File: src/rtl/rxa_pkg.sv
`timescale 1ns/1ps
package rxa_pkg;
  typedef struct packed {
    logic coll;
    logic par;
    logic frm;
  } rx_err_t;
endpackage

File: src/rtl/rxa_byte_asm.sv
`timescale 1ns/1ps
module rxa_byte_asm #(
  parameter int BYTE_W = 8,
  localparam int PTR_W = $clog2(BYTE_W),
  localparam int NB_W  = $clog2(BYTE_W + 1)
) (
  input  logic              clk,
  input  logic              rst,
  input  logic              start_i,
  input  logic [PTR_W-1:0]  align_i,
  input  logic              take_i,
  input  logic              din_i,
  input  logic              flush_i,
  output logic              full_o,
  output logic              emit_o,
  output logic [BYTE_W-1:0] emit_word_o,
  output logic [NB_W-1:0]   emit_bits_o
);
  localparam logic [PTR_W-1:0] LAST = PTR_W'(BYTE_W - 1);

  logic [BYTE_W-1:0] acc;
  logic [BYTE_W-1:0] merged;
  logic [PTR_W-1:0]  ptr;
  logic [NB_W-1:0]   cnt;

  always_comb begin
    merged      = acc;
    merged[ptr] = din_i;
  end

  assign full_o      = take_i && (ptr == LAST);
  assign emit_o      = full_o || (flush_i && (cnt != '0));
  assign emit_word_o = full_o ? merged : acc;
  assign emit_bits_o = full_o ? cnt + NB_W'(1) : cnt;

  always_ff @(posedge clk) begin
    if (rst) begin
      acc <= '0;
      ptr <= '0;
      cnt <= '0;
    end else if (start_i) begin
      acc <= '0;
      ptr <= align_i;
      cnt <= '0;
    end else if (take_i) begin
      if (ptr == LAST) begin
        acc <= '0;
        ptr <= '0;
        cnt <= '0;
      end else begin
        acc <= merged;
        ptr <= ptr + PTR_W'(1);
        cnt <= cnt + NB_W'(1);
      end
    end else if (flush_i) begin
      acc <= '0;
      ptr <= '0;
      cnt <= '0;
    end
  end
endmodule

File: src/rtl/rxa_par_chk.sv
`timescale 1ns/1ps
module rxa_par_chk #(
  parameter int BYTE_W = 8
) (
  input  logic [BYTE_W-1:0] data_i,
  input  logic              par_i,
  output logic              ok_o
);
  // odd parity: data bits plus parity bit hold an odd number of ones
  assign ok_o = ^{data_i, par_i};
endmodule

File: src/rtl/rxa_err_track.sv
`timescale 1ns/1ps
module rxa_err_track
  import rxa_pkg::*;
#(
  parameter int POS_W = 8
) (
  input  logic             clk,
  input  logic             rst,
  input  logic             sof_i,
  input  logic             sof_coll_i,
  input  logic             sof_bad_i,
  input  logic             dcoll_i,
  input  logic             pcoll_i,
  input  logic             par_bad_i,
  input  logic             eof_bad_i,
  input  logic [POS_W-1:0] pos_now_i,
  output rx_err_t          err_o,
  output logic [POS_W-1:0] pos_o
);
  rx_err_t          err_q;
  logic [POS_W-1:0] pos_q;
  logic             any_coll;

  assign any_coll = dcoll_i || pcoll_i;

  always_ff @(posedge clk) begin
    if (rst) begin
      err_q <= '0;
      pos_q <= '0;
    end else if (sof_i) begin
      err_q.coll <= sof_coll_i;
      err_q.par  <= 1'b0;
      err_q.frm  <= sof_bad_i || sof_coll_i;
      pos_q      <= '0;
    end else begin
      if (any_coll && !err_q.coll) pos_q <= pos_now_i;
      if (any_coll) err_q.coll <= 1'b1;
      if (pcoll_i || par_bad_i) err_q.par <= 1'b1;
      if (eof_bad_i) err_q.frm <= 1'b1;
    end
  end

  assign err_o = err_q;
  assign pos_o = pos_q;
endmodule

File: src/rtl/rxa_deframer.sv
`timescale 1ns/1ps
module rxa_deframer
  import rxa_pkg::*;
#(
  parameter int BYTE_W = 8,
  parameter int POS_W  = 8,
  localparam int PTR_W = $clog2(BYTE_W),
  localparam int NB_W  = $clog2(BYTE_W + 1)
) (
  input  logic              clk,
  input  logic              rst,
  input  logic [PTR_W-1:0]  align_i,
  input  logic              par_en_i,
  input  logic              sof_i,
  input  logic              sof_coll_i,
  input  logic              sof_bad_i,
  input  logic              bit_valid_i,
  input  logic              bit_data_i,
  input  logic              bit_coll_i,
  input  logic              eof_i,
  input  logic              eof_bad_i,
  output logic              byte_valid_o,
  output logic [BYTE_W-1:0] byte_o,
  output logic [NB_W-1:0]   byte_bits_o,
  output logic              done_o,
  output logic              coll_err_o,
  output logic              par_err_o,
  output logic              frm_err_o,
  output logic [POS_W-1:0]  coll_pos_o
);
  logic              in_frame, expect_par, first_byte, par_skip, par_en_q;
  logic [PTR_W-1:0]  align_q;
  logic [POS_W-1:0]  dcount;
  logic [BYTE_W-1:0] last_byte;

  logic              take, ptake, eof_ok;
  logic              full, emit;
  logic [BYTE_W-1:0] emit_word;
  logic [NB_W-1:0]   emit_bits;
  logic              par_ok, par_bad;
  logic [POS_W-1:0]  pos_now;
  rx_err_t           err;

  assign take    = in_frame && bit_valid_i && !expect_par && !sof_i;
  assign ptake   = in_frame && bit_valid_i &&  expect_par && !sof_i;
  assign eof_ok  = in_frame && eof_i && !sof_i;
  assign par_bad = ptake && !bit_coll_i && !par_skip && !par_ok;
  assign pos_now = take ? dcount + POS_W'(1) : dcount;

  rxa_byte_asm #(.BYTE_W(BYTE_W)) u_asm (
    .clk         (clk),
    .rst         (rst),
    .start_i     (sof_i),
    .align_i     (align_i),
    .take_i      (take),
    .din_i       (bit_data_i),
    .flush_i     (eof_ok),
    .full_o      (full),
    .emit_o      (emit),
    .emit_word_o (emit_word),
    .emit_bits_o (emit_bits)
  );

  rxa_par_chk #(.BYTE_W(BYTE_W)) u_par (
    .data_i (last_byte),
    .par_i  (bit_data_i),
    .ok_o   (par_ok)
  );

  rxa_err_track #(.POS_W(POS_W)) u_err (
    .clk        (clk),
    .rst        (rst),
    .sof_i      (sof_i),
    .sof_coll_i (sof_coll_i),
    .sof_bad_i  (sof_bad_i),
    .dcoll_i    (take && bit_coll_i),
    .pcoll_i    (ptake && bit_coll_i),
    .par_bad_i  (par_bad),
    .eof_bad_i  (eof_ok && eof_bad_i),
    .pos_now_i  (pos_now),
    .err_o      (err),
    .pos_o      (coll_pos_o)
  );

  assign coll_err_o = err.coll;
  assign par_err_o  = err.par;
  assign frm_err_o  = err.frm;

  // frame sequencing
  always_ff @(posedge clk) begin
    if (rst) begin
      in_frame   <= 1'b0;
      expect_par <= 1'b0;
      first_byte <= 1'b0;
      par_skip   <= 1'b0;
      par_en_q   <= 1'b0;
      align_q    <= '0;
      dcount     <= '0;
      last_byte  <= '0;
    end else if (sof_i) begin
      in_frame   <= 1'b1;
      expect_par <= 1'b0;
      first_byte <= 1'b1;
      par_skip   <= 1'b0;
      par_en_q   <= par_en_i;
      align_q    <= align_i;
      dcount     <= '0;
    end else begin
      if (take) begin
        dcount <= dcount + POS_W'(1);
        if (full) begin
          expect_par <= par_en_q;
          last_byte  <= emit_word;
          par_skip   <= first_byte && (align_q != '0);
          first_byte <= 1'b0;
        end
      end
      if (ptake) expect_par <= 1'b0;
      if (eof_ok) begin
        in_frame   <= 1'b0;
        expect_par <= 1'b0;
      end
    end
  end

  // registered byte outputs
  always_ff @(posedge clk) begin
    if (rst) begin
      byte_valid_o <= 1'b0;
      byte_o       <= '0;
      byte_bits_o  <= '0;
      done_o       <= 1'b0;
    end else begin
      byte_valid_o <= emit && !sof_i;
      done_o       <= eof_ok;
      if (emit && !sof_i) begin
        byte_o      <= emit_word;
        byte_bits_o <= emit_bits;
      end
    end
  end
endmodule

File: config.mk
export PLATFORM = sky130hd
export DESIGN_NAME = rxa_deframer
export DESIGN_NICKNAME = d
export VERILOG_FILES = /design/src/rtl/rxa_pkg.sv /design/src/rtl/rxa_byte_asm.sv /design/src/rtl/rxa_par_chk.sv /design/src/rtl/rxa_err_track.sv /design/src/rtl/rxa_deframer.sv
export SDC_FILE = /design/constraint.sdc
export NUM_CORES = 1
export LEC_CHECK = 0
export ABC_AREA = 0
export ABC_CLOCK_PERIOD_IN_PS = 2050
export BUFFER_PORTS_ARGS = -buffer_cell sky130_fd_sc_hd__buf_2
export CAP_MARGIN = 20
export CORE_MARGIN = 10
export CORE_UTILIZATION = 56
export CTS_CLUSTER_SIZE = 20
export DETAILED_ROUTE_END_ITERATION = 10
export GPL_ROUTABILITY_DRIVEN = 0
export GPL_TIMING_DRIVEN = 0
export PLACE_DENSITY_LB_ADDON = 0.3
export SLEW_MARGIN = 20
export SYNTH_ARGS = -nofsm -noshare
export SYNTH_HDL_FRONTEND = slang
export SYNTH_SLANG_ARGS = --single-unit
File: constraint.sdc
create_clock -name clk -period 2.05 [get_ports clk]
set_input_delay 0.3075 -clock clk [delete_from_list [all_inputs] [get_ports clk]]
set_output_delay 0.3075 -clock clk [all_outputs]
set_load 0.02 [all_outputs]
-- Word-level counts from Yosys, hierarchy flattened
Cells that the tools add are included.
W data, S select, Z words.
- $lt $le $gt $ge: 2
- shift operators: 0
- muxes and demuxes: 25
- equality and inequality tests: 1
- bitwise operators: 1
- add/sub/neg operators: 3
- $mul: 0
- reductions and logical operators: 44
- divide/modulo/power cells: 0
- operators with widths (cell ; count):
    $mux W8 ; 5
    $logic_and A1 B1 Y1 ; 19
    $mux W4 ; 4
    $mux W3 ; 5
    $reduce_bool A2 Y1 ; 6
    $mux W1 ; 9
    $reduce_xor A9 Y1 ; 1
    $add A8 B1 Y8 const B ; 1
    $bwmux W8 ; 1
    $logic_not A1 Y1 ; 6
    $reduce_bool A3 Y1 ; 2
    $add A4 B1 Y4 const B ; 1
    $logic_or A1 B1 Y1 ; 4
    $lt A3 B4 Y1 const B ; 1
    $reduce_and A2 Y1 ; 2
    $reduce_bool A4 Y1 ; 1
    $reduce_or A4 Y1 ; 1
    $add A3 B1 Y3 const B ; 1
    $demux W1 S3 ; 1
    $eq A3 B3 Y1 const B ; 1
    $ge A3 B1 Y1 const B ; 1
    $reduce_and A3 Y1 ; 1
    $reduce_or A2 Y1 ; 1
    $not A1 Y1 ; 1
- input bits: 14
- output and inout port bits: 25
- bits in latches: 0
- memory bits (writable): 0
- bits in registers: 64
- memories: 0
- memory bits (read-only): 0

-- Logic depth before layout (Yosys ltp)
- depth in word-level cells: 9
- gate-level depth with buffers: 7
- mapped depth without buffers: 6

-- By module
Synthesis repeated with hierarchy kept, for this count alone.
- cell total of the unflattened synthesis: 366
- area, all modules: 3259.4 sq um
- modules (own cells, without submodules) (module ; area an instance (sq um) ; instances ; seq. area each (sq um) ; cells each):
    rxa_deframer ; 1564.0 ; 1 ; 760.7 ; 182
    rxa_byte_asm ; 1054.8 ; 1 ; 300.3 ; 128
    rxa_err_track ; 558.0 ; 1 ; 220.2 ; 49
    rxa_par_chk ; 82.6 ; 1 ; 0.0 ; 7

-- Least setup slack after synthesis
OpenSTA, ideal clock, no wires.
- path type: register to register
- start: register u_asm.cnt[0]
- end: register byte_o[0]
- period minus slack after synthesis: 1.500 ns
- cell stages (with the launch flop): 8
- required time: 1.927 ns
- path slack: 0.550 ns
- arrival: 1.377 ns
- path through: dfxtp_1 -> inv_1 -> ha_1 -> nand2b_1 -> o21ai_2 -> buf_2 -> mux2i_1 -> a21oi_2
- cells in the longest elaborated chain, start to end: 4
- ends and longest elaborated chain (element ; line ; source):
    start: declaration ; rxa_byte_asm.sv:24 ; logic [NB_W-1:0] cnt;
    start signal: assignment ; rxa_byte_asm.sv:53 ; cnt <= cnt + NB_W'(1);
    $reduce_bool A4 Y1 ; rxa_byte_asm.sv:32 ; assign emit_o = full_o || (flush_i && (cnt != '0));
    $logic_and A1 B1 Y1 ; rxa_byte_asm.sv:32 ;
    $logic_or A1 B1 Y1 ; rxa_byte_asm.sv:32 ;
    $logic_and A1 B1 Y1 ; rxa_deframer.sv:136 ; if (emit && !sof_i) begin
    end signal: assignment ; rxa_deframer.sv:137 ; byte_o <= emit_word;
    end: declaration ; rxa_deframer.sv:23 ; output logic [BYTE_W-1:0] byte_o,
Every way passes these cells.
A chain may end at the register's enable or synchronous reset.

-- Worst setup path in the final report
- start: register u_asm.cnt[0]
- end: register byte_o[4]
Same word-level chain as after synthesis.

==> results.md <==
- Worst-skew pair later-pin latency: 0.34 ns
- H-tree depth: 3
- Syn Area/Cell: 9.34 um^2
- Worst r2r src: u_asm.cnt[0]
- Final Max Slew Viols: 0
- Crit-path leading delay family: buffers and inverters
- Gr ovfl total: 0
- Hold-fix buffers at CTS: 0
- DP HPWL: 4.56 mm
- Asr flop ratio synth: 0%
- Cells after Synth: 301
- Number of global-route vias before repair: 2277
- Ys Warns: 0
- Peak fanout along the critical path: 10
- Endpoints failing hold: 0
- Setup repair bufs after CTS: 0
- Initial antenna violation count: 0
- LEAKAGE: 1.40 nW
- Clock Skew: 0.00461 ns
- Worst Setup Start Kind: flop
- CP max stage cell: buf_2
- First-pass iteration count of the detailed router: 4
- Core Area: 4790 um^2
- Fin crit period: 1.79 ns
- Routed wire per std cell: 15.6 um
- Total GRT Usage: 16.1%
- CP cell instances: inv_1, ha_1, nand2b_1, o21ai_2, buf_2, mux2i_1, a21oi_2
- Final WL: 6.57 mm
- I/O Pins: 39
- Outcome: finished clean
- Number of synthesized flops with an enable pin: 0
- Pwr/cell area: 800 nW/um^2
- Most used DFF post-synth: dfxtp_1
- Clk root buf: clkbuf_8
- VDD IR max: 0.000715 V
- # diodes: 0
- Clock Sinks: 64
- WP data arrival: 2.01 ns
- Post-Layout Inst Area: 3300 um^2
- Worst path required time: 2.27 ns
- Synth unique cells: 45
- Max_slew headroom: 58.2%
- Largest stage delay on the critical path: 0.37 ns
- Nets: 367
- FF-to-FF path depth: 7
- RSZ-0062 raised after global routing: no
- Period utilisation layout: 87.3%
- Crit path to: byte_o[4]
- Synthesis-to-layout area growth: 17.3%
- Clk pin slew, worst setup/hold paths: 0.07 ns
- First-pass GRT wire length: 10.9 mm
- Die Area: 8250 um^2
- Fmax: 0.559 GHz
- Vias: 2354
- Initial DRC Count: 161
- WS Path Type: flop to flop
- Initial Utilization: 58.7%
- Max-cap violation count: 0
- Reg2Reg Setup Slack: 0.26 ns
- Die Wd: 90.8 um
- # port buffers: 36
- Slew @ Worst Pin: 0.627 ns
- Seq cells post-synth: 64
- TritonCTS clock tree: built
- Setup_tns: 0 ns
- Largest net degree at the start of global routing: 12
- Worst min-delay path category: input pin to flop
- Worst Path Buf+Inv: 2
- Worst reg2reg endpoint: byte_o[4]
- Mapped cell area: 2810 um^2
- Max clock buf depth: 2
- Seq/Total Area, Yosys: 45.6%
- Beginning of the worst hold path: par_en_i
- CTS buffer count: 9
- Critical path depth: 7
- Share of layout cells above drive strength 1: 21.0%
- Post-DRT Antenna Nets: 0
- Via/cell ratio: 5.60
- Synth Net Count: 320
- Post-place instance area: 3070 um^2
- Post-CTS sizing: 0
- CP endpoint kind: flop
- Rows: 25
- Origin of the worst setup path: u_asm.cnt[0]
- Die Y: 90.8 um
- Post-route DRC violation count: 0
- Final setup viols: 0
sequential cells by signal, summed over array words and instances, names as in the netlist:
register,count
u_err.err_o,3
align_q,3
in_frame,1
par_en_q,1
expect_par,1
dcount,8
u_asm.cnt,4
byte_bits_o,4
last_byte,8
u_asm.ptr,3
u_err.pos_o,8
par_skip,1
done_o,1
byte_valid_o,1
byte_o,8
u_asm.acc,8
first_byte,1
final cells by class:
class                           instances  area (um^2)
Buffer                                 22          114
Timing Repair Buffer                   36          180
Tap cell                               67         83.8
Clock inverter                          5         80.1
Inverter                                6         22.5
Multi-Input combinational cell        209         1390
Fill cell                             390         1490
Sequential cell                        64         1280
Clock buffer                           11          141
cells in the mapped netlist (2+ instances only):
master     instances  area [um^2]
o21ai_0            6         30.0
nand2b_1           3         18.8
dfxtp_1           64         1280
mux2i_1           18          180
nand4_1            2         12.5
xnor2_1           11         96.3
nand2_1           14         52.6
nand3_1            6         30.0
nand3b_1           5         37.5
ha_1               5         62.6
a31oi_1            3         18.8
inv_1              6         22.5
a22oi_1            2         15.0
nor3_1             8         40.0
a221oi_1           4         35.0
a21o_1             9         67.6
a21oi_1           13         65.1
and3_1             2         12.5
nor2b_1            2         12.5
buf_2              7         35.0
a21oi_2            8         70.1
clkbuf_1          11         41.3
nor3b_1            3         22.5
nor2_1            48          180
xor2_1             4         35.0
a2bb2oi_1          8         70.1
buf_6              3         33.8
a211oi_1           9         67.6
cells in the final DEF (no fill, tap or decap), drive strengths merged, types with 2 or more instances in the layout:
cell type,instances
dfxtp,64
nor2,48
buf,47
clkbuf,22
a21oi,21
mux2i,18
nand2,14
xnor2,11
a21o,9
a211oi,9
nor3,8
a2bb2oi,8
o21ai,7
inv,6
nand3,6
nand3b,5
ha,5
a221oi,5
xor2,4
nor3b,4
nand2b,3
a31oi,3
nor2b,2
and3,2
a22oi,2
nand4,2
clkinvlp,2
bufinv,2
and2,2
stage by stage:
step / power [mW] / utilization, % / hold slack, ns / setup slack [ns] / instances
3_5_place_dp: 1.46 / 64.2 / 0.458 / 0.197 / 404
4_1_cts: 2.65 / 68.9 / 0.194 / 0.246 / 420
3_3_place_gp: 1.46 / 64.2 / 0.445 / 0.194 / 404
6_report: 2.64 / 68.9 / 0.200 / 0.260 / 420
5_1_grt: 2.73 / 68.9 / 0.230 / 0.167 / 420
2_1_floorplan: 1.41 / - / 0.423 / 0.550 / 301
metal layers:
metal | vias up | GRT usage (%) | wire length (um)
li1 | 1156 | - | -
met5 | - | 0 | 0
met2 | 54 | 26.3 | 3180
met4 | 0 | 6.27 | 107
met3 | 10 | 4.07 | 380
met1 | 1134 | 19.7 | 2900
logic make-up after synthesis:
family | after synthesis | share of synthesized area [%]
XOR/XNOR | 16 | 5.48
AND/OR/NAND/NOR | 102 | 17.9
AO/OA/AOI/OAI | 68 | 17.6
adder cells (fa/ha/maj) | 5 | 2.23
multiplexers | 18 | 6.41
buffers and inverters | 28 | 4.85
flip-flops | 64 | 45.6
worst min path at each step:
stage / end / slack [ns] / depth (start not counted)
after floorplan: expect_par / 0.42 / 1
after global placement: par_skip / 0.44 / 2
after detailed placement: par_skip / 0.46 / 2
after CTS: par_en_q / 0.19 / 3
after global routing: u_err.err_o[0] / 0.23 / 3
final: par_en_q / 0.20 / 3
report_power, final:
group / internal (mW) / leakage [nW] / total, mW / switching (mW)
registers: 1.26 / 0.518 / 1.27 / 0.00932
logic: 0.0630 / 0.777 / 0.167 / 0.104
clock network: 0.716 / 0.106 / 1.20 / 0.484
worst reg2reg max path: cells and delay by family, from the launching register on:
| kind | cells | cell delay [ns] |
|---|---|---|
| AOI/OAI and AO/OA | 2 | 0.32 |
| adders and majority gates | 1 | 0.15 |
| buffers and inverters | 2 | 0.49 |
| DFF | 1 | 0.35 |
| muxes | 1 | 0.30 |
| and+or+nand+nor | 1 | 0.06 |
(Power assumes the default switching activity.)
